--- config.mk ---
export PLATFORM = sky130hd
export DESIGN_NAME = keyed_wdt
export DESIGN_NICKNAME = d
export VERILOG_FILES = /design/src/rtl/kwdt_pkg.sv /design/src/rtl/kwdt_key_fsm.sv /design/src/rtl/kwdt_counter.sv /design/src/rtl/kwdt_status.sv /design/src/rtl/keyed_wdt.sv
export SDC_FILE = /design/constraint.sdc
export NUM_CORES = 1
export LEC_CHECK = 0
export BUFFER_PORTS_ARGS = -buffer_cell sky130_fd_sc_hd__buf_2
export CAP_MARGIN = 5
export CORE_ASPECT_RATIO = 1.75
export CORE_MARGIN = 5
export CORE_UTILIZATION = 55
export CTS_BUF_LIST = sky130_fd_sc_hd__clkbuf_8
export DETAILED_ROUTE_END_ITERATION = 6
export PLACE_DENSITY = 0.84
export SLEW_MARGIN = 30
export SYNTH_ARGS = -nofsm -noshare
export SYNTH_HDL_FRONTEND = slang
export SYNTH_HIERARCHICAL = 1
export SYNTH_SLANG_ARGS = --single-unit
--- constraint.sdc ---
create_clock -name clk_i -period 3.5 [get_ports clk_i]
set_input_delay 0 -clock clk_i [delete_from_list [all_inputs] [get_ports clk_i]]
set_output_delay 0 -clock clk_i [all_outputs]
set_load 0.02 [all_outputs]
--- src/rtl/kwdt_pkg.sv ---
package kwdt_pkg;
  localparam int unsigned DW    = 16;
  localparam int unsigned AW    = 2;
  localparam int unsigned EXP_W = 5;
  localparam int unsigned EXP_LO = 25;
  localparam int unsigned EXP_HI = 30;
  localparam int unsigned EN_BIT  = 15;
  localparam int unsigned RST_BIT = 14;

  localparam logic [DW-1:0] KEY_UNL_A = 16'h3333;
  localparam logic [DW-1:0] KEY_UNL_B = 16'hCCCC;
  localparam logic [DW-1:0] KEY_REF_A = 16'hAAAA;
  localparam logic [DW-1:0] KEY_REF_B = 16'h5555;

  localparam logic [AW-1:0] ADDR_CTRL = 2'd0;
  localparam logic [AW-1:0] ADDR_STAT = 2'd1;

  typedef enum logic [1:0] {KS_IDLE, KS_UNL1, KS_OPEN, KS_REF1} key_st_e;

  typedef struct packed {
    logic             en;
    logic             rst_en;
    logic [EXP_W-1:0] exp;
  } ctrl_t;

  localparam ctrl_t CTRL_RST = '{en: 1'b0, rst_en: 1'b1, exp: EXP_W'(EXP_HI)};

  function automatic logic [EXP_W-1:0] clamp_exp(input logic [EXP_W-1:0] v);
    if (v < EXP_W'(EXP_LO)) return EXP_W'(EXP_LO);
    if (v > EXP_W'(EXP_HI)) return EXP_W'(EXP_HI);
    return v;
  endfunction
endpackage

--- src/rtl/kwdt_key_fsm.sv ---
module kwdt_key_fsm
  import kwdt_pkg::*;
(
  input  logic          clk_i,
  input  logic          rst_ni,
  input  logic          wr_ctrl_i,
  input  logic          wr_other_i,
  input  logic [DW-1:0] wdata_i,
  output logic          commit_o,
  output logic          refresh_o
);
  key_st_e st_q, st_d;

  always_comb begin
    st_d      = st_q;
    commit_o  = 1'b0;
    refresh_o = 1'b0;
    if (wr_other_i) begin
      st_d = KS_IDLE;
    end else if (wr_ctrl_i) begin
      unique case (st_q)
        KS_IDLE: begin
          if (wdata_i == KEY_UNL_A)      st_d = KS_UNL1;
          else if (wdata_i == KEY_REF_A) st_d = KS_REF1;
          else                           st_d = KS_IDLE;
        end
        KS_UNL1: st_d = (wdata_i == KEY_UNL_B) ? KS_OPEN : KS_IDLE;
        KS_OPEN: begin
          commit_o = 1'b1;
          st_d     = KS_IDLE;
        end
        KS_REF1: begin
          refresh_o = (wdata_i == KEY_REF_B);
          st_d      = KS_IDLE;
        end
        default: st_d = KS_IDLE;
      endcase
    end
  end

  always_ff @(posedge clk_i or negedge rst_ni)
    if (!rst_ni) st_q <= KS_IDLE;
    else         st_q <= st_d;

  // a stray write to another register always drops the sequence
  p_other_breaks_r2: assert property (@(posedge clk_i) disable iff (!rst_ni)
    wr_other_i |=> st_q == KS_IDLE);
  p_commit_excl_r1: assert property (@(posedge clk_i) disable iff (!rst_ni)
    !(commit_o && refresh_o));
endmodule

--- src/rtl/kwdt_counter.sv ---
module kwdt_counter
  import kwdt_pkg::*;
#(
  parameter int unsigned SCALE = 0  // must stay below EXP_LO
) (
  input  logic             clk_i,
  input  logic             rst_ni,
  input  logic             en_i,
  input  logic [EXP_W-1:0] exp_i,
  input  logic             restart_i,
  output logic             expire_o
);
  localparam int unsigned CW = EXP_HI - SCALE;
  localparam logic [EXP_W-1:0] SC5 = EXP_W'(SCALE);

  logic [CW-1:0] cnt_q, cnt_d, lim;
  logic          at_lim;

  // 2^sh - 1; sh == CW wraps to all ones
  assign lim    = (CW'(1) << (exp_i - SC5)) - CW'(1);
  assign at_lim = (cnt_q == lim);
  assign expire_o = en_i && at_lim && !restart_i;

  always_comb begin
    if (restart_i || !en_i || at_lim) cnt_d = '0;
    else                              cnt_d = cnt_q + CW'(1);
  end

  always_ff @(posedge clk_i or negedge rst_ni)
    if (!rst_ni) cnt_q <= '0;
    else         cnt_q <= cnt_d;

  p_restart_zero_r3: assert property (@(posedge clk_i) disable iff (!rst_ni)
    restart_i |=> cnt_q == '0);
  p_cnt_within_r5: assert property (@(posedge clk_i) disable iff (!rst_ni)
    cnt_q <= lim);
  p_idle_hold_r5: assert property (@(posedge clk_i) disable iff (!rst_ni)
    !en_i |=> cnt_q == '0);
endmodule

--- src/rtl/kwdt_status.sv ---
module kwdt_status #(
  parameter int unsigned NCAUSE = 3,
  localparam int unsigned SW = 2 + NCAUSE
) (
  input  logic              clk_i,
  input  logic              rst_ni,
  input  logic              set_wdt_i,
  input  logic              set_irq_i,
  input  logic [NCAUSE-1:0] cause_i,
  input  logic              clr_we_i,
  input  logic [SW-1:0]     clr_data_i,
  output logic [SW-1:0]     st_o
);
  logic [SW-1:0] st_q, set_v, clr_v;

  assign set_v = {cause_i, set_irq_i, set_wdt_i};
  assign clr_v = clr_we_i ? clr_data_i : '0;

  always_ff @(posedge clk_i or negedge rst_ni)
    if (!rst_ni) st_q <= '0;
    else         st_q <= (st_q & ~clr_v) | set_v;

  assign st_o = st_q;

  p_wdt_sticky_r8: assert property (@(posedge clk_i) disable iff (!rst_ni)
    $fell(st_q[0]) |-> $past(clr_we_i && clr_data_i[0]));
  p_irq_sticky_r7: assert property (@(posedge clk_i) disable iff (!rst_ni)
    $fell(st_q[1]) |-> $past(clr_we_i && clr_data_i[1]));
endmodule

--- src/rtl/keyed_wdt.sv ---
module keyed_wdt
  import kwdt_pkg::*;
#(
  parameter int unsigned SCALE  = 0,
  parameter int unsigned NCAUSE = 3
) (
  input  logic              clk_i,
  input  logic              rst_ni,
  input  logic              wr_en_i,
  input  logic [AW-1:0]     addr_i,
  input  logic [DW-1:0]     wdata_i,
  input  logic [NCAUSE-1:0] cause_i,
  output logic [DW-1:0]     rdata_o,
  output logic              rst_req_o,
  output logic              irq_o
);
  localparam int unsigned SW = 2 + NCAUSE;

  logic  wr_ctrl, wr_other, commit, refresh, expire, rst_req_q;
  ctrl_t ctrl_q;
  logic [SW-1:0] st;

  assign wr_ctrl  = wr_en_i && (addr_i == ADDR_CTRL);
  assign wr_other = wr_en_i && (addr_i != ADDR_CTRL);

  kwdt_key_fsm u_key (
    .clk_i, .rst_ni,
    .wr_ctrl_i (wr_ctrl),
    .wr_other_i(wr_other),
    .wdata_i,
    .commit_o  (commit),
    .refresh_o (refresh)
  );

  always_ff @(posedge clk_i or negedge rst_ni)
    if (!rst_ni) ctrl_q <= CTRL_RST;
    else if (commit) begin
      ctrl_q.en     <= wdata_i[EN_BIT];
      ctrl_q.rst_en <= wdata_i[RST_BIT];
      ctrl_q.exp    <= clamp_exp(wdata_i[EXP_W-1:0]);
    end

  kwdt_counter #(.SCALE(SCALE)) u_cnt (
    .clk_i, .rst_ni,
    .en_i     (ctrl_q.en),
    .exp_i    (ctrl_q.exp),
    .restart_i(commit || refresh),
    .expire_o (expire)
  );

  always_ff @(posedge clk_i or negedge rst_ni)
    if (!rst_ni) rst_req_q <= 1'b0;
    else         rst_req_q <= expire && ctrl_q.rst_en;

  kwdt_status #(.NCAUSE(NCAUSE)) u_st (
    .clk_i, .rst_ni,
    .set_wdt_i (expire && ctrl_q.rst_en),
    .set_irq_i (expire && !ctrl_q.rst_en),
    .cause_i,
    .clr_we_i  (wr_en_i && (addr_i == ADDR_STAT)),
    .clr_data_i(wdata_i[SW-1:0]),
    .st_o      (st)
  );

  assign rst_req_o = rst_req_q;
  assign irq_o     = st[1];

  always_comb begin
    rdata_o = '0;
    if (addr_i == ADDR_CTRL) begin
      rdata_o[EN_BIT]      = ctrl_q.en;
      rdata_o[RST_BIT]     = ctrl_q.rst_en;
      rdata_o[EXP_W-1:0]   = ctrl_q.exp;
    end else if (addr_i == ADDR_STAT) begin
      rdata_o[SW-1:0] = st;
    end
  end

  p_ctrl_guarded_r1: assert property (@(posedge clk_i) disable iff (!rst_ni)
    !$stable(ctrl_q) |-> $past(commit));
  p_exp_range_r4: assert property (@(posedge clk_i) disable iff (!rst_ni)
    ctrl_q.exp >= EXP_W'(EXP_LO) && ctrl_q.exp <= EXP_W'(EXP_HI));
  p_rst_pulse_r6: assert property (@(posedge clk_i) disable iff (!rst_ni)
    rst_req_o |=> !rst_req_o);
  p_irq_mode_r7: assert property (@(posedge clk_i) disable iff (!rst_ni)
    $rose(irq_o) |-> !$past(ctrl_q.rst_en));
endmodule

**After elaboration in Yosys (flattened, before gate mapping)**

Cells that the tools add are included.

- Logic and storage cells: 68
- Flip-flop bits (word level): 45
- Output and inout port bits: 18
- Input port bits: 24

- Magnitude comparators: 2
- Bitwise gates (word level): 3
- Add/sub/neg operators: 2
- Muxes and demuxes: 26
- Shifts and indexed selects: 1
- Reduce and logical (&&, ||, !) cells: 18
- Eq/ne operators: 9

Operators with widths:

| kind | number |
|---|---|
| $mux W5 | 7 |
| $eq A16 B16 Y1 const B | 2 |
| $add A30 B1 Y30 const B | 1 |
| $eq A30 B30 Y1 | 1 |
| $mux W30 | 1 |
| $shl A1 B5 Y30 const A | 1 |
| $sub A30 B2 Y30 const B | 1 |
| $eq A16 B14 Y1 const B | 1 |
| $eq A16 B15 Y1 const B | 1 |
| $mux W2 | 6 |
| $mux W1 | 11 |
| $logic_and A1 B1 Y1 | 7 |
| $pmux W2 S3 | 1 |
| $and A5 B5 Y5 | 1 |
| $gt A5 B5 Y1 const B | 1 |
| $lt A5 B5 Y1 const B | 1 |
| $not A5 Y5 | 1 |
| $or A5 B5 Y5 | 1 |
| $eq A2 B1 Y1 const B | 2 |
| $eq A2 B2 Y1 const B | 2 |
| $logic_not A2 Y1 | 2 |
| $reduce_bool A2 Y1 | 2 |
| $logic_not A1 Y1 | 3 |
| $logic_or A1 B1 Y1 | 3 |
| $reduce_or A2 Y1 | 1 |

**Longest topological paths before layout**

Gate-level depths: netlist of run 1.

- Depth after elaboration: 9
- Depth in mapped cells: 16
- Mapped depth without buffers: 12

**Cells and area by module**

Netlist of run 1, hierarchy kept.

By module, submodules not included:

| module | instances | cells each | area an instance (µm²) | sequential area each (µm²) |
|---|---|---|---|---|
| kwdt_counter | 1 | 343 | 2782.7 | 750.7 |
| keyed_wdt | 1 | 53 | 513.0 | 206.4 |
| kwdt_key_fsm | 1 | 28 | 249.0 | 50.0 |
| kwdt_status | 1 | 15 | 181.4 | 125.1 |

**Least setup slack after synthesis of run 1**

Ideal clock, no wire load.

- Path type: register to register
- From: register ctrl_q[4] (netlist name)
- To: register u_st.st_q[0], in the netlist u_st/st_o[0]
- Slack: -0.128 ns
- Period minus slack after synthesis: 3.628 ns
- Cell stages (with the launch flop): 15
- Path buffers: 3
- Arrival: 3.564 ns
- Setup time: 0.064 ns
- Data required time: 3.436 ns
- Cells stage by stage: dfstp_2 > buf_2 > buf_2 > buf_2 > nor4_1 > nand2_1 > ha_1 > xor2_1 > xnor2_1 > or4_1 > or4_4 > nor4_4 > and2_1 > and2_1 > a21o_1

- Longest elaborated chain between the ends: 7

Ends and longest elaborated chain:

| element | RTL line | text |
|---|---|---|
| start: declaration | keyed_wdt.sv:20 | `ctrl_t ctrl_q;` |
| $shl A1 B5 Y30 | kwdt_counter.sv:20 | `assign lim = (CW'(1) << (exp_i - SC5)) - CW'(1);` |
| $sub A30 B2 Y30 | kwdt_counter.sv:20 |  |
| $eq A30 B30 Y1 | kwdt_counter.sv:21 | `assign at_lim = (cnt_q == lim);` |
| $logic_and A1 B1 Y1 (2 in series) | kwdt_counter.sv:22 | `assign expire_o = en_i && at_lim && !restart_i;` |
| via expire | keyed_wdt.sv:19 | `logic wr_ctrl, wr_other, commit, refresh, expire, rst_req_q;` |
| $logic_and A1 B1 Y1 | keyed_wdt.sv:57 | `.set_wdt_i (expire && ctrl_q.rst_en),` |
| $or A5 B5 Y5 | kwdt_status.sv:21 | `else st_q <= (st_q & ~clr_v) \| set_v;` |
| end signal: assignment | kwdt_status.sv:21 |  |
| end: declaration | kwdt_status.sv:14 | `logic [SW-1:0] st_q, set_v, clr_v;` |

The timed path passes the listed nets, and every way through them passes these cells.
A chain may end at the register's enable or synchronous reset.

**Worst setup path in the final report of run 1**

- From: register ctrl_q[2] (netlist name)
- To: register u_st.st_q[0], in the netlist u_st/st_o[0]

Same word-level chain as after synthesis.

==> impl_metrics.py, run 1 <==
metrics = {
    "timing": {
        "setup_viol": 0,
        "worst_pin_slew_ps": 579,
        "relSlewSlack_pct": 61.4,
        "period_minus_slack_ps": 3350,
        "hold_viol": 0,
        "slew_viol_final": 0,
        "timing.setup.tns_ps": 0,
        "skew_ps": 8.26,
        "clock.fmax_mhz": 298,
        "grt_setup_unrepaired": "false",
        "fin_crit_sh_pct": 95.8,
    },
    "grt": {
        "grt_pass1_wl_mm": 17.4,
        "antenna_found_initial": 0,
        "grt_usage_pct": 26.3,
        "grt_start_max_net_pins": 46,
        "grt_overflow": 0,
        "grt_pass1_vias": 3390,
    },
    "power": {
        "p_switching_uw": 236,
        "clkPwrFrac_pct": 35.6,
        "power.internal_uw": 685,
        "cellPowerDensity_mw_per_mm2": 226,
        "combPwrFrac_pct": 7.8,
        "seq_power_share_pct": 56.6,
        "leakage_uw": 0.00161,
        "vdd_ir_drop_max_uv": 319,
        "netSwitchingFraction_pct": 25.6,
    },
    "floorplan": {
        "core_area_mm2": 0.00659,
        "initial_core_util_pct": 56.6,
        "num_rows": 39,
        "fp.dieH_um": 119,
        "io-pin-count": 42,
        "die-area_mm2": 0.00859,
        "fp.dieW_um": 72.2,
    },
    "clock_network": {
        "clk_pin_slew_ps": 90,
        "htree_num_levels": 2,
        "clockBufferDepth": 2,
        "insertion_delay_ps": 310,
        "cts_tree": "done",
        "root_buffer": "clkbuf_8",
        "clock_sinks": 45,
        "numCtsBuffers": 5,
    },
    "routing": {
        "drt_iter0_markers": 293,
        "routedWlPerCell_um": 19.7,
        "antenna_left": 0,
        "vias_per_cell": 6.28,
        "vias": 3434,
        "drc_errors": 0,
        "firstDrtPassIters": 5,
        "routed_wirelength_mm": 10.8,
    },
    "worst_setup_path": {
        "cp_data_arrival_time_ps": 3610,
        "cp-end-kind": "flip-flop",
        "worstPathRequired_ps": 3750,
        "cp_max_fo": 29,
        "start_kind": "flip-flop",
        "critPathKind": "reg2reg",
    },
    "worst_hold_path": {
        "min_path_type": "in2reg",
    },
    "placed_design": {
        "io_buffers": 32,
        "post-dp-hpwl_mm": 7.96,
        "postPlaceCellArea_mm2": 0.00390,
        "routabilityCongestion": 1.06,
    },
    "status": {
        "status": "complete, no violations",
    },
    "logic_synthesis": {
        "syn_avg_cell_area_um2": 8.49,
        "ys_seq_area_share_pct": 30.4,
        "synth-edff-count": 0,
        "synth_area_mm2": 0.00373,
        "yosys_warnings": 6,
        "async_reset_ff_share_pct": 100,
        "synth-main-ff-cell": "dfrtp_1",
        "postSynthCellCount": 439,
        "synth_cell_types": 62,
        "ys_ff_latch": 45,
    },
    "finish": {
        "layout-drive-gt1-share_pct": 23.0,
        "design_area_mm2": 0.00408,
        "area_delta_synth_final_pct": 9.57,
        "antenna_cells": 0,
        "final_common_cell": "dfrtp_1",
        "n_fill_cell": 557,
        "layout.nets": 490,
        "final_cell_mix": "dfrtp_1, nand2_1, nor2_1",
    },
    "job": {
        "drv_cap": 0,
    },
}
## power by group through the flow
stage                     registers (uW)  logic [uW]  clock network, uW
final                                522        71.9                328
after global routing                 522        78.2                357
after CTS                            522        70.3                331
after detailed placement             532        63.6                  0
after global placement               532        61.1                  0
after floorplan                      532        35.8                  0
## registers in the layout, indices dropped and copies added (netlist names)
name         flops
u_st/st_o        5
ctrl_q           7
u_key/st_q       2
u_cnt/cnt_q     30
rst_req_o        1
## final cells by class
type                            count  area (um2)  area share (%)
Multi-Input combinational cell    343        2330            57.2
Sequential cell                    45        1130            27.7
Timing Repair Buffer               56         378            9.26
Tap cell                           82         103            2.51
Clock buffer                        5        68.8            1.69
Inverter                           13        48.8            1.20
Clock inverter                      3        18.8           0.460
## per-layer routing
| metal | global-route usage [%] | routed length (um) | vias up |
|---|---|---|---|
| met5 | 0 | 0 | - |
| met4 | 17.2 | 748 | 0 |
| met3 | 3.46 | 556 | 52 |
| met2 | 46.7 | 5740 | 171 |
| met1 | 28.1 | 3750 | 1631 |
| li1 | - | - | 1580 |
## synth_stat cells (7+ instances only)
master	n	area share, %
xnor2_1	25	5.9
nor2b_1	7	1.2
dfrtp_1	40	27
buf_2	11	1.5
buf_4	10	2.0
nand2_1	36	3.6
nand3_1	20	2.7
a31oi_1	8	1.3
nor2_1	33	3.3
a21oi_1	9	1.2
nand2b_1	8	1.3
nand4_1	12	2.0
nor3_2	26	7.0
clkbuf_1	14	1.4
nor3_1	18	2.4
o21ai_0	15	2.0
xor2_1	23	5.4
inv_1	13	1.3
## critical path, cell delays in order, from the launching register on
cell	delay, ps
dfstp_2	620
buf_4	340
nand2_2	140
a211oi_1	240
a21oi_1	60
or4_1	520
or4_4	530
nor4_4	380
and2_1	200
and2_1	160
a21o_1	90
## cells by family after synthesis
| family | Yosys count | synth area share (%) |
|---|---|---|
| flops | 45 | 30.4 |
| mux | 8 | 2.55 |
| simple gates | 214 | 35.1 |
| xor+xnor | 48 | 11.3 |
| other cells | 1 | 0.101 |
| buf+inv | 59 | 8.33 |
| compound gates | 61 | 11.2 |
| fa+ha+maj | 3 | 0.974 |
## final timing paths
path	from	to	slack [ps]	cells past startpoint
setup / recovery	ctrl_q[2]$_DFFE_PN1P_	u_st/st_o[0]$_DFF_PN0_	150	10
hold / removal	wdata_i[1]	ctrl_q[1]$_DFFE_PN1P_	10	3
setup reg to reg	ctrl_q[2]$_DFFE_PN1P_	u_st/st_o[0]$_DFF_PN0_	150	10
hold reg to reg	u_st/st_o[0]$_DFF_PN0_	u_st/st_o[0]$_DFF_PN0_	510	1
max in group asynchronous	rst_ni	u_cnt/cnt_q[11]$_DFF_PN0_	2880	2
min in group asynchronous	rst_ni	u_st/st_o[4]$_DFF_PN0_	220	2
## timing repair
action | CTS | global route
buffers inserted | 0 | 0
endpoints found under the setup margin | 0 | 1
hold buffers | 9 | 0
endpoints found under the hold margin | 47 | 0
resized for setup | 0 | 1
## stage by stage
stage          hold slack [ps]  std cells  setup slack (ps)  utilization (%)  power (uW)
2_1_floorplan             -296        447              12.2                -         567
3_3_place_gp               179        530               256             59.2         593
3_5_place_dp               183        530               220             59.2         595
4_1_cts                   7.79        547               186             61.9         923
5_1_grt                   34.9        547              6.30             62.0         957
6_report                  14.4        547               146             62.0         921
(Power assumes the default switching activity.)
==> inputs of run 2 (changes only) <==
- CORE_ASPECT_RATIO: 1.75 -> 0.6
==> run 2 against run 1 <==
  * Sequential cell count did not move
  * Total power fell by 0.11%
  * Worst setup slack improved by 16 ps
  * Critical endpoint is now u_st/st_o[1]$_DFF_PN0_
  * Clock power barely moved
  * First-iteration DRC count rose by 67%
  * Sequential share of layout area fell by 0.41 points
  * Critical path depth rose by 1
  * Count of clock-buffer cells in the layout did not move
  * Wire length fell by 6.1%
  * Critical path type unchanged
==> impl_metrics.py, run 2 (synthesized netlist as in run 1, its figures left out) <==
metrics = {
    "clock_network": {
        "clk_pin_slew_ps": 90,
        "root_buffer": "clkbuf_8",
        "numCtsBuffers": 5,
        "cts_tree": "done",
        "htree_num_levels": 2,
        "insertion_delay_ps": 310,
        "clock_sinks": 45,
        "clockBufferDepth": 2,
    },
    "worst_setup_path": {
        "cp_cell_sequence": "nor4_4, nand2_1, ha_1, xor2_1, xnor2_1, or4_1, or4_4, nor4_4, and2_1, nor2b_1, a21o_1",
        "crit_slowest_cell": "or4_4",
        "crit_family": "simple AND/OR/NAND/NOR gates",
        "crit_start": "ctrl_q[4]$_DFFE_PN1P_",
        "start_kind": "flip-flop",
        "path_buf_inv": 0,
        "slowest_delay_ps": 530,
        "cp-end-kind": "flip-flop",
        "cpMostUsedCell": "nor4_4",
        "rr_startpoint": "ctrl_q[4]$_DFFE_PN1P_",
        "cp_max_fo": 7,
        "cp_data_arrival_time_ps": 3580,
        "critPathKind": "reg2reg",
        "worstPathRequired_ps": 3740,
    },
    "power": {
        "p_switching_uw": 231,
        "netSwitchingFraction_pct": 25.1,
        "power.internal_uw": 690,
        "cellPowerDensity_mw_per_mm2": 221,
        "vdd_ir_drop_max_uv": 161,
        "clkPwrFrac_pct": 35.3,
        "combPwrFrac_pct": 8.1,
        "leakage_uw": 0.00164,
        "seq_power_share_pct": 56.7,
    },
    "floorplan": {
        "io-pin-count": 42,
        "fp.dieW_um": 116,
        "core_area_mm2": 0.00662,
        "fp.dieH_um": 73.8,
        "initial_core_util_pct": 56.3,
        "num_rows": 23,
        "die-area_mm2": 0.00857,
    },
    "grt": {
        "grt_pass1_wl_mm": 16.8,
        "grt_pass1_vias": 3148,
        "grt_usage_pct": 25.3,
        "grt_overflow": 0,
        "antenna_found_initial": 0,
        "grt_start_max_net_pins": 34,
    },
    "placed_design": {
        "io_buffers": 32,
        "post-dp-hpwl_mm": 7.57,
        "routabilityCongestion": 0.953,
        "pre_cts_ws_ps": 205,
    },
    "timing": {
        "hold_ws_ps": 22.6,
        "period_minus_slack_ps": 3340,
        "grt_setup_unrepaired": "false",
        "worst_pin_slew_ps": 645,
        "relSlewSlack_pct": 57.0,
        "slew_viol_final": 0,
        "skew_ps": 13.3,
        "worst_slack_ps": 163,
        "setup_viol": 0,
        "fin_crit_sh_pct": 95.4,
        "timing.setup.tns_ps": 0,
        "hold_viol": 0,
        "clock.fmax_mhz": 300,
    },
    "finish": {
        "largest_register_ff_count": 30,
        "layout-drive-gt1-share_pct": 24.0,
        "n_fill_cell": 577,
        "final_common_cell": "dfrtp_1",
        "fin_util_pct": 62.8,
        "area_delta_synth_final_pct": 11.6,
        "regMostFlops": "u_cnt/cnt_q",
        "layout.nets": 496,
        "final_cell_mix": "dfrtp_1, nand2_1, nor2_1, buf_2, nor3_2",
        "antenna_cells": 0,
    },
    "routing": {
        "firstDrtPassIters": 5,
        "drt_iter0_markers": 488,
        "drc_errors": 0,
        "routed_wirelength_mm": 10.1,
        "routedWlPerCell_um": 18.2,
        "vias": 3364,
        "vias_per_cell": 6.03,
        "antenna_left": 0,
    },
    "worst_hold_path": {
        "min_from": "wdata_i[0]",
        "min_path_type": "in2reg",
    },
    "status": {
        "status": "complete, no violations",
    },
    "job": {
        "drv_cap": 0,
    },
}
## run 2: changes by cell type in the layout (fill, tap and decap cells not counted), sizes merged
cell	delta
dlygate4sd3	+1
buf	+5
clkinv	+1
clkinvlp	-1
## run 2: area by class of cell
class / count / area [um2] / area share [%]
multi-input combinational: 343 / 2340 / 56.3
sequential: 45 / 1140 / 27.3
timing repair buffer: 62 / 435 / 10.5
tap: 87 / 109 / 2.62
clock buffer: 5 / 68.8 / 1.66
inverter: 13 / 48.8 / 1.17
clock inverter: 3 / 20.0 / 0.481
## run 2: path summary, 6_finish.rpt
| check | end | slack, ps | depth (start not counted) |
|---|---|---|---|
| worst min register to register | u_st/st_o[4]$_DFF_PN0_ | 490 | 1 |
| worst max-delay path | u_st/st_o[1]$_DFF_PN0_ | 160 | 11 |
| worst max register to register | u_st/st_o[1]$_DFF_PN0_ | 160 | 11 |
| min in group asynchronous | u_cnt/cnt_q[1]$_DFF_PN0_ | 240 | 2 |
| max in group asynchronous | u_cnt/cnt_q[8]$_DFF_PN0_ | 2710 | 3 |
| worst min-delay path | u_st/st_o[0]$_DFF_PN0_ | 20 | 3 |
## run 2: what timing repair did
action	CTS	global route
resized for setup	0	5
endpoints found under the setup margin	0	16
hold buffers	10	0
endpoints found under the hold margin	28	0
setup buffers	0	3
## run 2: power by group through the flow
stage | clock network [uW] | logic [uW] | registers (uW)
final | 325 | 74.3 | 522
after global routing | 352 | 81.1 | 522
after floorplan | 0 | 35.8 | 532
after detailed placement | 0 | 66.4 | 532
after global placement | 0 | 60.4 | 532
after CTS | 331 | 73.6 | 522
## run 2: metrics by stage
step / cells / cell area (um2) / power, uW
after global routing: 558 / 4160 / 955
after floorplan: 447 / 3770 / 567
after CTS: 555 / 4120 / 927
final: 558 / 4160 / 920
after global placement: 536 / 3900 / 592
after detailed placement: 537 / 3930 / 598
## run 2: worst reg2reg max path, delay by kind of cell, from the launching register on
family	cells	cell delay, ps
and+or+nand+nor	7	2240
DFF	1	420
adders and majority gates	1	220
xor gates and xnor gates	2	310
AOI/OAI and AO/OA	1	100
## run 2: per-layer routing
| layer | wire length, um | GRT usage [%] | up-vias | part of all wire [%] |
|---|---|---|---|---|
| met5 | 0 | 0 | - | 0 |
| met4 | 143 | 4.89 | 0 | 1.4 |
| met2 | 4150 | 33.7 | 154 | 41 |
| met3 | 1150 | 7.74 | 16 | 11 |
| met1 | 4700 | 39.8 | 1605 | 46 |
| li1 | - | - | 1589 | - |
==> inputs of run 3 (changes only) <==
- CELL_PAD_IN_SITES_DETAIL_PLACEMENT: unset -> 1
- CELL_PAD_IN_SITES_GLOBAL_PLACEMENT: unset -> 1
- CORE_UTILIZATION: 55 -> 42
==> run 3 against run 2 <==
  * Count of clock-buffer cells in the layout unchanged
  * Sequential power about the same
  * Register-to-register slack got worse by 40 ps
  * Worst hold slack improved by 3.0 ps
  * Critical path depth unchanged
  * Wire length increased by 18%
  * Sequential share of layout area about the same
  * Clock skew increased by 4.0 ps
  * Critical endpoint is now u_st/st_o[0]$_DFF_PN0_
==> impl_metrics.py, run 3 (synthesized netlist as in run 1, its figures left out) <==
metrics = {
    "power": {
        "cellPowerDensity_mw_per_mm2": 224,
        "vdd_ir_drop_max_uv": 152,
        "leakage_uw": 0.00162,
    },
    "timing": {
        "fin_crit_sh_pct": 96.5,
        "setup_viol": 0,
        "worst_slack_ps": 123,
        "worst_pin_slew_ps": 586,
        "relSlewSlack_pct": 60.9,
        "skew_ps": 17.2,
        "timing.setup.tns_ps": 0,
        "slew_viol_final": 0,
        "grt_setup_unrepaired": "false",
        "hold_viol": 0,
        "clock.fmax_mhz": 296,
        "period_minus_slack_ps": 3380,
    },
    "finish": {
        "antenna_cells": 0,
        "area_delta_synth_final_pct": 11.1,
        "final_common_cell": "dfrtp_1",
        "largest_register_ff_count": 30,
        "layout.nets": 493,
        "fin_cells": 580,
        "final_cell_mix": "dfrtp_1, nand2_1, nor2_1",
        "n_fill_cell": 1043,
        "regMostFlops": "u_cnt/cnt_q",
        "layout-drive-gt1-share_pct": 23.5,
    },
    "worst_setup_path": {
        "crit_slowest_cell": "or4_4",
        "cp_data_arrival_time_ps": 3630,
        "start_kind": "flip-flop",
        "worstPathRequired_ps": 3760,
        "cp_cell_sequence": "nor4_4, nand2_1, ha_2, xor2_1, o2111ai_1, or4_1, or4_4, nor4_4, and2_1, and2_1, a21o_1",
        "slowest_delay_ps": 530,
        "cp_max_fo": 5,
        "cp-end-kind": "flip-flop",
        "path_buf_inv": 0,
        "critPathKind": "reg2reg",
        "crit_family": "simple AND/OR/NAND/NOR gates",
    },
    "grt": {
        "grt_usage_pct": 22.0,
        "grt_pass1_wl_mm": 19.5,
        "grt_overflow": 0,
        "antenna_found_initial": 0,
        "grt_pass1_vias": 3546,
        "grt_start_max_net_pins": 46,
    },
    "clock_network": {
        "clock_sinks": 45,
        "cts_tree": "done",
        "clk_pin_slew_ps": 90,
        "numCtsBuffers": 5,
        "htree_num_levels": 2,
        "root_buffer": "clkbuf_8",
        "insertion_delay_ps": 320,
        "clockBufferDepth": 2,
    },
    "placed_design": {
        "pre_cts_ws_ps": 112,
        "post-dp-hpwl_mm": 9.06,
        "place_inst": 561,
        "io_buffers": 32,
        "routabilityCongestion": 0.875,
    },
    "worst_hold_path": {
        "min_path_type": "in2reg",
    },
    "floorplan": {
        "io-pin-count": 42,
        "die-area_mm2": 0.0109,
        "fp.dieW_um": 132,
        "initial_core_util_pct": 43.4,
        "fp.dieH_um": 83.0,
        "core_area_mm2": 0.00859,
        "num_rows": 26,
    },
    "status": {
        "status": "complete, no violations",
    },
    "routing": {
        "routed_wirelength_mm": 12.0,
        "drt_iter0_markers": 242,
        "firstDrtPassIters": 5,
        "antenna_left": 0,
        "routedWlPerCell_um": 20.7,
        "drc_errors": 0,
        "vias_per_cell": 5.97,
        "vias": 3464,
    },
    "job": {
        "drv_cap": 0,
    },
}
[run 3: cell types whose count changed in the layout (fill, tap and decap cells not counted), sizes merged]
cell and delta:
buf -3
[run 3: tightest hold or removal path, delay by kind of cell]
| family | cells | cell delay, ps |
|---|---|---|
| AO/OA/AOI/OAI | 1 | 100 |
| buffers and inverters | 1 | 140 |
| AND/OR/NAND/NOR | 1 | 90 |
[run 3: final timing paths]
path                                   startpoint  slack (ps)                         to  cells past startpoint
min in group asynchronous                  rst_ni         230     u_st/st_o[4]$_DFF_PN0_                      2
min reg2reg                u_st/st_o[3]$_DFF_PN0_         490     u_st/st_o[3]$_DFF_PN0_                      1
max reg2reg                 ctrl_q[3]$_DFFE_PN1P_         120     u_st/st_o[0]$_DFF_PN0_                     11
max                         ctrl_q[3]$_DFFE_PN1P_         120     u_st/st_o[0]$_DFF_PN0_                     11
min                                    wdata_i[2]          30      ctrl_q[2]$_DFFE_PN1P_                      3
max in group asynchronous                  rst_ni        2870  u_cnt/cnt_q[18]$_DFF_PN0_                      2
[run 3: final cells by class]
class	count	area (um2)	share of cell area (%)
clock buffers	5	68.8	1.66
repair buffers	59	394	9.52
multi-input cells	343	2340	56.4
well taps	112	140	3.38
flip-flops and latches	45	1130	27.3
clock inverters	3	20.0	0.484
inverters	13	48.8	1.18
[run 3: metrics by stage]
step	hold WS [ps]	total power, uW	area, um2	utilization, %
floorplan	-296	567	3770	-
global placement	179	594	3930	45.8
detailed placement	45.0	597	3930	45.8
CTS	20.3	940	4120	48.0
global route	14.8	967	4140	48.2
finish	25.6	929	4140	48.2
[run 3: repair_timing]
| item | 4_1_cts | 5_1_grt |
|---|---|---|
| hold buffers | 10 | 0 |
| resized for setup | 0 | 3 |
| buffers inserted | 0 | 1 |
| endpoints found under the hold margin | 47 | 0 |
| endpoints found under the setup margin | 0 | 33 |
[run 3: metal layers]
| metal | vias up | share of wire [%] | global-route usage (%) |
|---|---|---|---|
| met5 | - | 0 | 0 |
| met4 | 0 | 0.88 | 3.55 |
| met3 | 11 | 8.5 | 7.31 |
| met2 | 98 | 44 | 33.7 |
| met1 | 1777 | 47 | 30.9 |
| li1 | 1578 | - | - |
[run 3: where the power goes]
| group | switching [uW] | total, uW | internal [uW] | leakage (uW) |
|---|---|---|---|---|
| logic | 46.0 | 72.8 | 26.7 | 0.000979 |
| registers | 0.733 | 522 | 521 | 0.000597 |
| clock network | 195 | 335 | 139 | 0.0000455 |
